[src/rtl/oc_pkg.sv]
package oc_pkg;

    // Operation selected for the second operand.
    typedef enum logic {
        OPM_ADD = 1'b0,
        OPM_SUB = 1'b1
    } opmode_e;

    // Flags carried alongside the registered result.
    typedef struct packed {
        logic carry;
        logic zero;
    } oc_flags_t;

    // Select the adder build style.
    localparam int unsigned STYLE_BEHAV  = 0;
    localparam int unsigned STYLE_RIPPLE = 1;

    function automatic opmode_e mode_of(input logic sub_bit);
        return sub_bit ? OPM_SUB : OPM_ADD;
    endfunction

    function automatic oc_flags_t make_flags(input logic c, input logic z);
        oc_flags_t f;
        f.carry = c;
        f.zero  = z;
        return f;
    endfunction

endpackage

[src/rtl/oc_operand_prep.sv]
module oc_operand_prep
    import oc_pkg::*;
#(
    parameter int unsigned WIDTH = 8
) (
    input  logic [WIDTH-1:0] b_in,
    input  opmode_e          mode,
    output logic [WIDTH-1:0] b_eff
);

    always_comb begin
        unique case (mode)
            OPM_SUB: b_eff = ~b_in;
            default: b_eff = b_in;
        endcase
    end

endmodule

[src/rtl/oc_eac_core.sv]
module oc_eac_core
    import oc_pkg::*;
#(
    parameter int unsigned WIDTH = 8,
    parameter int unsigned STYLE = STYLE_RIPPLE
) (
    input  logic [WIDTH-1:0] a,
    input  logic [WIDTH-1:0] b,
    output logic [WIDTH-1:0] sum,
    output logic             raw_carry
);

    localparam int unsigned TOP = WIDTH - 1;

    generate
        if (STYLE == STYLE_RIPPLE) begin : g_ripple
            logic [WIDTH:0]   c_add;
            logic [WIDTH-1:0] raw;
            logic [WIDTH-1:0] c_inc;

            assign c_add[0] = 1'b0;
            for (genvar i = 0; i < WIDTH; i++) begin : g_add
                assign raw[i]     = a[i] ^ b[i] ^ c_add[i];
                assign c_add[i+1] = (a[i] & b[i]) | (c_add[i] & (a[i] ^ b[i]));
            end

            // Second pass: increment the raw sum by the wrapped carry.
            assign c_inc[0] = c_add[WIDTH];
            for (genvar j = 0; j < WIDTH; j++) begin : g_inc
                assign sum[j] = raw[j] ^ c_inc[j];
                if (j < TOP) begin : g_chain
                    assign c_inc[j+1] = raw[j] & c_inc[j];
                end
            end

            assign raw_carry = c_add[WIDTH];
        end else begin : g_behav
            logic [WIDTH:0] full;

            assign full      = {1'b0, a} + {1'b0, b};
            assign raw_carry = full[WIDTH];
            assign sum       = full[WIDTH-1:0] + {{TOP{1'b0}}, full[WIDTH]};
        end
    endgenerate

endmodule

[src/rtl/oc_zero_norm.sv]
module oc_zero_norm #(
    parameter int unsigned WIDTH = 8
) (
    input  logic [WIDTH-1:0] sum_in,
    input  logic             norm,
    output logic [WIDTH-1:0] sum_out,
    output logic             is_zero
);

    logic pos_zero;
    logic neg_zero;

    assign pos_zero = ~|sum_in;
    assign neg_zero = &sum_in;
    assign is_zero  = pos_zero | neg_zero;

    always_comb begin
        if (norm && neg_zero) begin
            sum_out = '0;
        end else begin
            sum_out = sum_in;
        end
    end

endmodule

[src/rtl/oc_eac_adder_top.sv]
module oc_eac_adder_top
    import oc_pkg::*;
#(
    parameter int unsigned WIDTH = 8,
    parameter int unsigned STYLE = STYLE_RIPPLE
) (
    input  logic             clk,
    input  logic             rst,
    input  logic [WIDTH-1:0] op_a,
    input  logic [WIDTH-1:0] op_b,
    input  logic             sub_en,
    input  logic             norm_en,
    output logic [WIDTH-1:0] res_q,
    output logic             carry_q,
    output logic             zero_q
);

    opmode_e          mode;
    logic [WIDTH-1:0] b_eff;
    logic [WIDTH-1:0] sum_wrapped;
    logic             carry_raw;
    logic [WIDTH-1:0] sum_final;
    logic             zero_raw;
    oc_flags_t        flags_d;
    oc_flags_t        flags_q;

    assign mode = mode_of(sub_en);

    oc_operand_prep #(.WIDTH(WIDTH)) u_prep (
        .b_in  (op_b),
        .mode  (mode),
        .b_eff (b_eff)
    );

    oc_eac_core #(.WIDTH(WIDTH), .STYLE(STYLE)) u_core (
        .a         (op_a),
        .b         (b_eff),
        .sum       (sum_wrapped),
        .raw_carry (carry_raw)
    );

    oc_zero_norm #(.WIDTH(WIDTH)) u_norm (
        .sum_in  (sum_wrapped),
        .norm    (norm_en),
        .sum_out (sum_final),
        .is_zero (zero_raw)
    );

    assign flags_d = make_flags(carry_raw, zero_raw);

    always_ff @(posedge clk) begin
        if (rst) begin
            res_q   <= '0;
            flags_q <= '0;
        end else begin
            res_q   <= sum_final;
            flags_q <= flags_d;
        end
    end

    assign carry_q = flags_q.carry;
    assign zero_q  = flags_q.zero;

endmodule

[config.mk]
export PLATFORM = sky130hd
export DESIGN_NAME = oc_eac_adder_top
export DESIGN_NICKNAME = d
export VERILOG_FILES = /design/src/rtl/oc_pkg.sv /design/src/rtl/oc_operand_prep.sv /design/src/rtl/oc_eac_core.sv /design/src/rtl/oc_zero_norm.sv /design/src/rtl/oc_eac_adder_top.sv
export SDC_FILE = /design/constraint.sdc
export NUM_CORES = 1
export LEC_CHECK = 0
export CAP_MARGIN = 20
export CORE_MARGIN = 2
export CORE_UTILIZATION = 44
export DETAILED_ROUTE_END_ITERATION = 10
export GPL_ROUTABILITY_DRIVEN = 0
export PLACE_DENSITY = 0.92
export SLEW_MARGIN = 20
export SYNTH_ARGS = -nofsm -noshare
export SYNTH_HDL_FRONTEND = slang
export SYNTH_SLANG_ARGS = --single-unit
[constraint.sdc]
create_clock -name clk -period 15.2 [get_ports clk]
set_input_delay 4.56 -clock clk [delete_from_list [all_inputs] [get_ports clk]]
set_output_delay 4.56 -clock clk [all_outputs]
set_load 0.01 [all_outputs]
==> impl_summary.md <==
Worst setup path
Among all stages on the critical path, the largest delay is contributed by sky130_fd_sc_hd__clkdlybuf4s50_1. The type of origin of the critical path is an input pin. The number of buffers and inverters on the critical path is 3.

The cell type with the highest occurrence count on the critical path is sky130_fd_sc_hd__ha_1. In this design, the stage delay of the slowest critical-path cell is 610 ps. The maximum fanout count along the critical path is 8. The critical path in this run is classified as input pin to register. For the worst setup path, the data required time is 15350 ps. The family with the most delay on the worst path is adder cells.

STA classifies the critical path endpoint as a register. The arrival time at the worst endpoint is 9900 ps. Traced cell by cell, the critical path runs through clkdlybuf4s50_1, xor2_1, ha_1, fa_1, fa_1, fa_1, fa_1, inv_1, fa_1, fa_1, fa_1, inv_1, ha_1, ha_1, ha_1, ha_1, ha_1, ha_1, ha_1, and4_4, a41oi_2, and2_1.

Hold path
The worst hold path belongs to the class input pin to register. The number of stages on the worst hold path is 2. The worst hold path begins at norm_en.

The worst hold path endpoint is res_q[7].

Clock network
The tree is rooted in a sky130_fd_sc_hd__clkbuf_4. The clock tree from TritonCTS is yes. The hold buffer count at cts is 0.

After clock tree synthesis, the clock-pin slew on the worst setup and hold paths is 60 ps. The total clock sinks is 10. The total setup buffers inserted after CTS is 0. The clock buffer count from CTS is 3.

The longest clock path from root to sink contains 2 buffers. CTS built an H-tree with a depth of 1. After clock tree synthesis, the repair step resized 0 gates.

Route
The via count normalized by instance count is 4.79. The number of nets still failing antenna checks after routing is 0. The total detailed-routing wirelength is 1070 µm. Before antenna repair, the detailed router went through 2 iterations. After detailed routing, the average wire length per cell comes to 9.97 µm. The routed layout has 512 vias. The number of DRC markers after the initial detailed-route iteration is 4. After detailed routing, the number of remaining DRC violations is 0.

Pwr
The leakage power of the design is 0.454 nW. VDD sags by at most 35.5 µV. For this design the ratio of total power to cell area is 93.7 nW/µm².

Die
The starting density of the core is 0.462. The vertical die dimension is 43.5 µm. The total number of placement rows is 14. The core box area is 1490 µm². The total die area is 1900 µm².

The top-level I/O count is 30. The floorplan die width is 43.5 µm.

Cells and area
The library cells used most frequently in the layout, excluding fill and tap cells, are sky130_fd_sc_hd__clkdlybuf4s50_1 (29), sky130_fd_sc_hd__dfxtp_1 (10), sky130_fd_sc_hd__inv_1 (8), sky130_fd_sc_hd__ha_1 (8). The most common library cell in the layout ignoring fill and taps is sky130_fd_sc_hd__clkdlybuf4s50_1. For this run, the post-layout net count is 128.

The total of fill cells in the finished design is 116. The final antenna diode count is 0. The share of cells above drive strength 1 is 0.0769. From synthesis to final layout, the design area changed by 47.6%.

Synth
The mapped netlist covers 688 µm². The post-synthesis average cell area is 11.5 µm². The complex-gate fraction of the synthesized area came to 0.0527. Of the total synthesized cell area, the portion taken by XOR and XNOR cells is 0.127.

The adder-cell share of the synthesized area is 0.349. The flip-flop and latch count after synthesis is 10. The register area share after synthesis is 0.291. The count of yosys warnings during synthesis is 0.

The post-synthesis cell count is 60. The number of nets handed over by synthesis was 95. Of the post-synthesis cell area, the part taken by muxes is 0. The count of unique library cells instantiated by Yosys is 16. The share of synthesized cell area in and, or, nand and nor gates is 0.129.

The main combinational cell family by area after synthesis is adder cells.

Timing
The final hold violation count is 0. The worst-case hold slack is 4930 ps. The max-slew violation total from the final report is 0. The minimum clock period is 9750 ps. The final worst-path cycle share is 0.642. Measured against its own limit, the worst slew margin works out to 0.727. Timing would allow up to 103 MHz. Setup repair after global routing left no endpoint under its margin. The setup total negative slack is 0 ps. Setup violations remaining at the end of the flow were counted as 0. The transition time at the pin with the least slew margin is 408 ps.

Global route
The first-pass GRT wire length is 1880 µm. The number of antenna violations at the first check in global routing is 0. The largest net degree at the start of global routing is 9. The leftover overflow at the end of global routing is 0. The via count of the first global-routing pass is 560.

The total global routing track utilization is 0.135.

Placed design
The number of port buffers is 29. The half-perimeter wire length after detailed placement is 991 µm.

Run status
The run finished with clean final reports.

Run
The max capacitance violation total is 0.
worst max-delay path by stage:
stage | from | end | slack (ps) | cells past startpoint
2_1_floorplan | sub_en | res_q[0] | 6020 | 22
3_3_place_gp | sub_en | res_q[2] | 5250 | 22
3_5_place_dp | sub_en | res_q[3] | 5150 | 22
4_1_cts | sub_en | res_q[6] | 5430 | 22
5_1_grt | sub_en | res_q[5] | 5180 | 22
6_report | sub_en | res_q[1] | 5450 | 22
stage by stage:
step | util | std cells | cell area (µm²) | setup slack (ps) | power, mW
final | 0.682 | 107 | 1020 | 5450 | 0.0952
after global routing | 0.682 | 107 | 1020 | 5180 | 0.102
after CTS | 0.682 | 107 | 1020 | 5430 | 0.0964
after detailed placement | 0.667 | 104 | 993 | 5150 | 0.0791
after global placement | 0.667 | 104 | 993 | 5250 | 0.0779
after floorplan | - | 60 | 688 | 6020 | 0.0594
logic make-up after synthesis:
logic type / Yosys count
adder cells (fa/ha/maj): 15
AND/OR/NAND/NOR: 13
XOR/XNOR: 10
flip-flops: 10
buffers and inverters: 9
AO/OA/AOI/OAI: 3
per-layer routing:
layer | track usage | vias to the layer above | routed length (µm)
met5 | 0 | - | 0
met4 | 0.0909 | 0 | 0
met3 | 0.0333 | 0 | 73
met2 | 0.279 | 25 | 599
met1 | 0.101 | 229 | 394
li1 | - | 258 | -
cell usage after synthesis (all sizes together):
| cell type | count | share of area |
|---|---|---|
| fa | 7 | 0.20 |
| xor2 | 6 | 0.076 |
| a41o | 1 | 0.016 |
| nor2 | 1 | 0.0054 |
| a311oi | 1 | 0.013 |
| and3 | 2 | 0.025 |
| dfxtp | 10 | 0.29 |
| xnor2 | 4 | 0.051 |
| a41oi | 1 | 0.024 |
| ha | 8 | 0.15 |
| nor4 | 2 | 0.018 |
| and2 | 7 | 0.064 |
| and4 | 1 | 0.016 |
| buf | 1 | 0.0073 |
| inv | 8 | 0.044 |
layout make-up:
cell class | instances | area (µm²) | area share
clock buffers | 3 | 22.5 | 0.0222
repair buffers | 29 | 290 | 0.286
well taps | 16 | 20.0 | 0.0197
flip-flops and latches | 10 | 200 | 0.197
multi-input cells | 41 | 453 | 0.446
inverters | 8 | 30.0 | 0.0296
where the power goes:
group | leakage (nW) | internal [mW] | switching, mW
clock network | 0.0138 | 0.00905 | 0.00744
logic | 0.357 | 0.0262 | 0.0204
registers | 0.0831 | 0.0311 | 0.000956
total | 0.454 | 0.0664 | 0.0288
flip-flops by register name (all words and copies together), names as in the netlist:
name     flops
res_q        8
zero_q       1
carry_q      1
(Power assumes the default switching activity.)
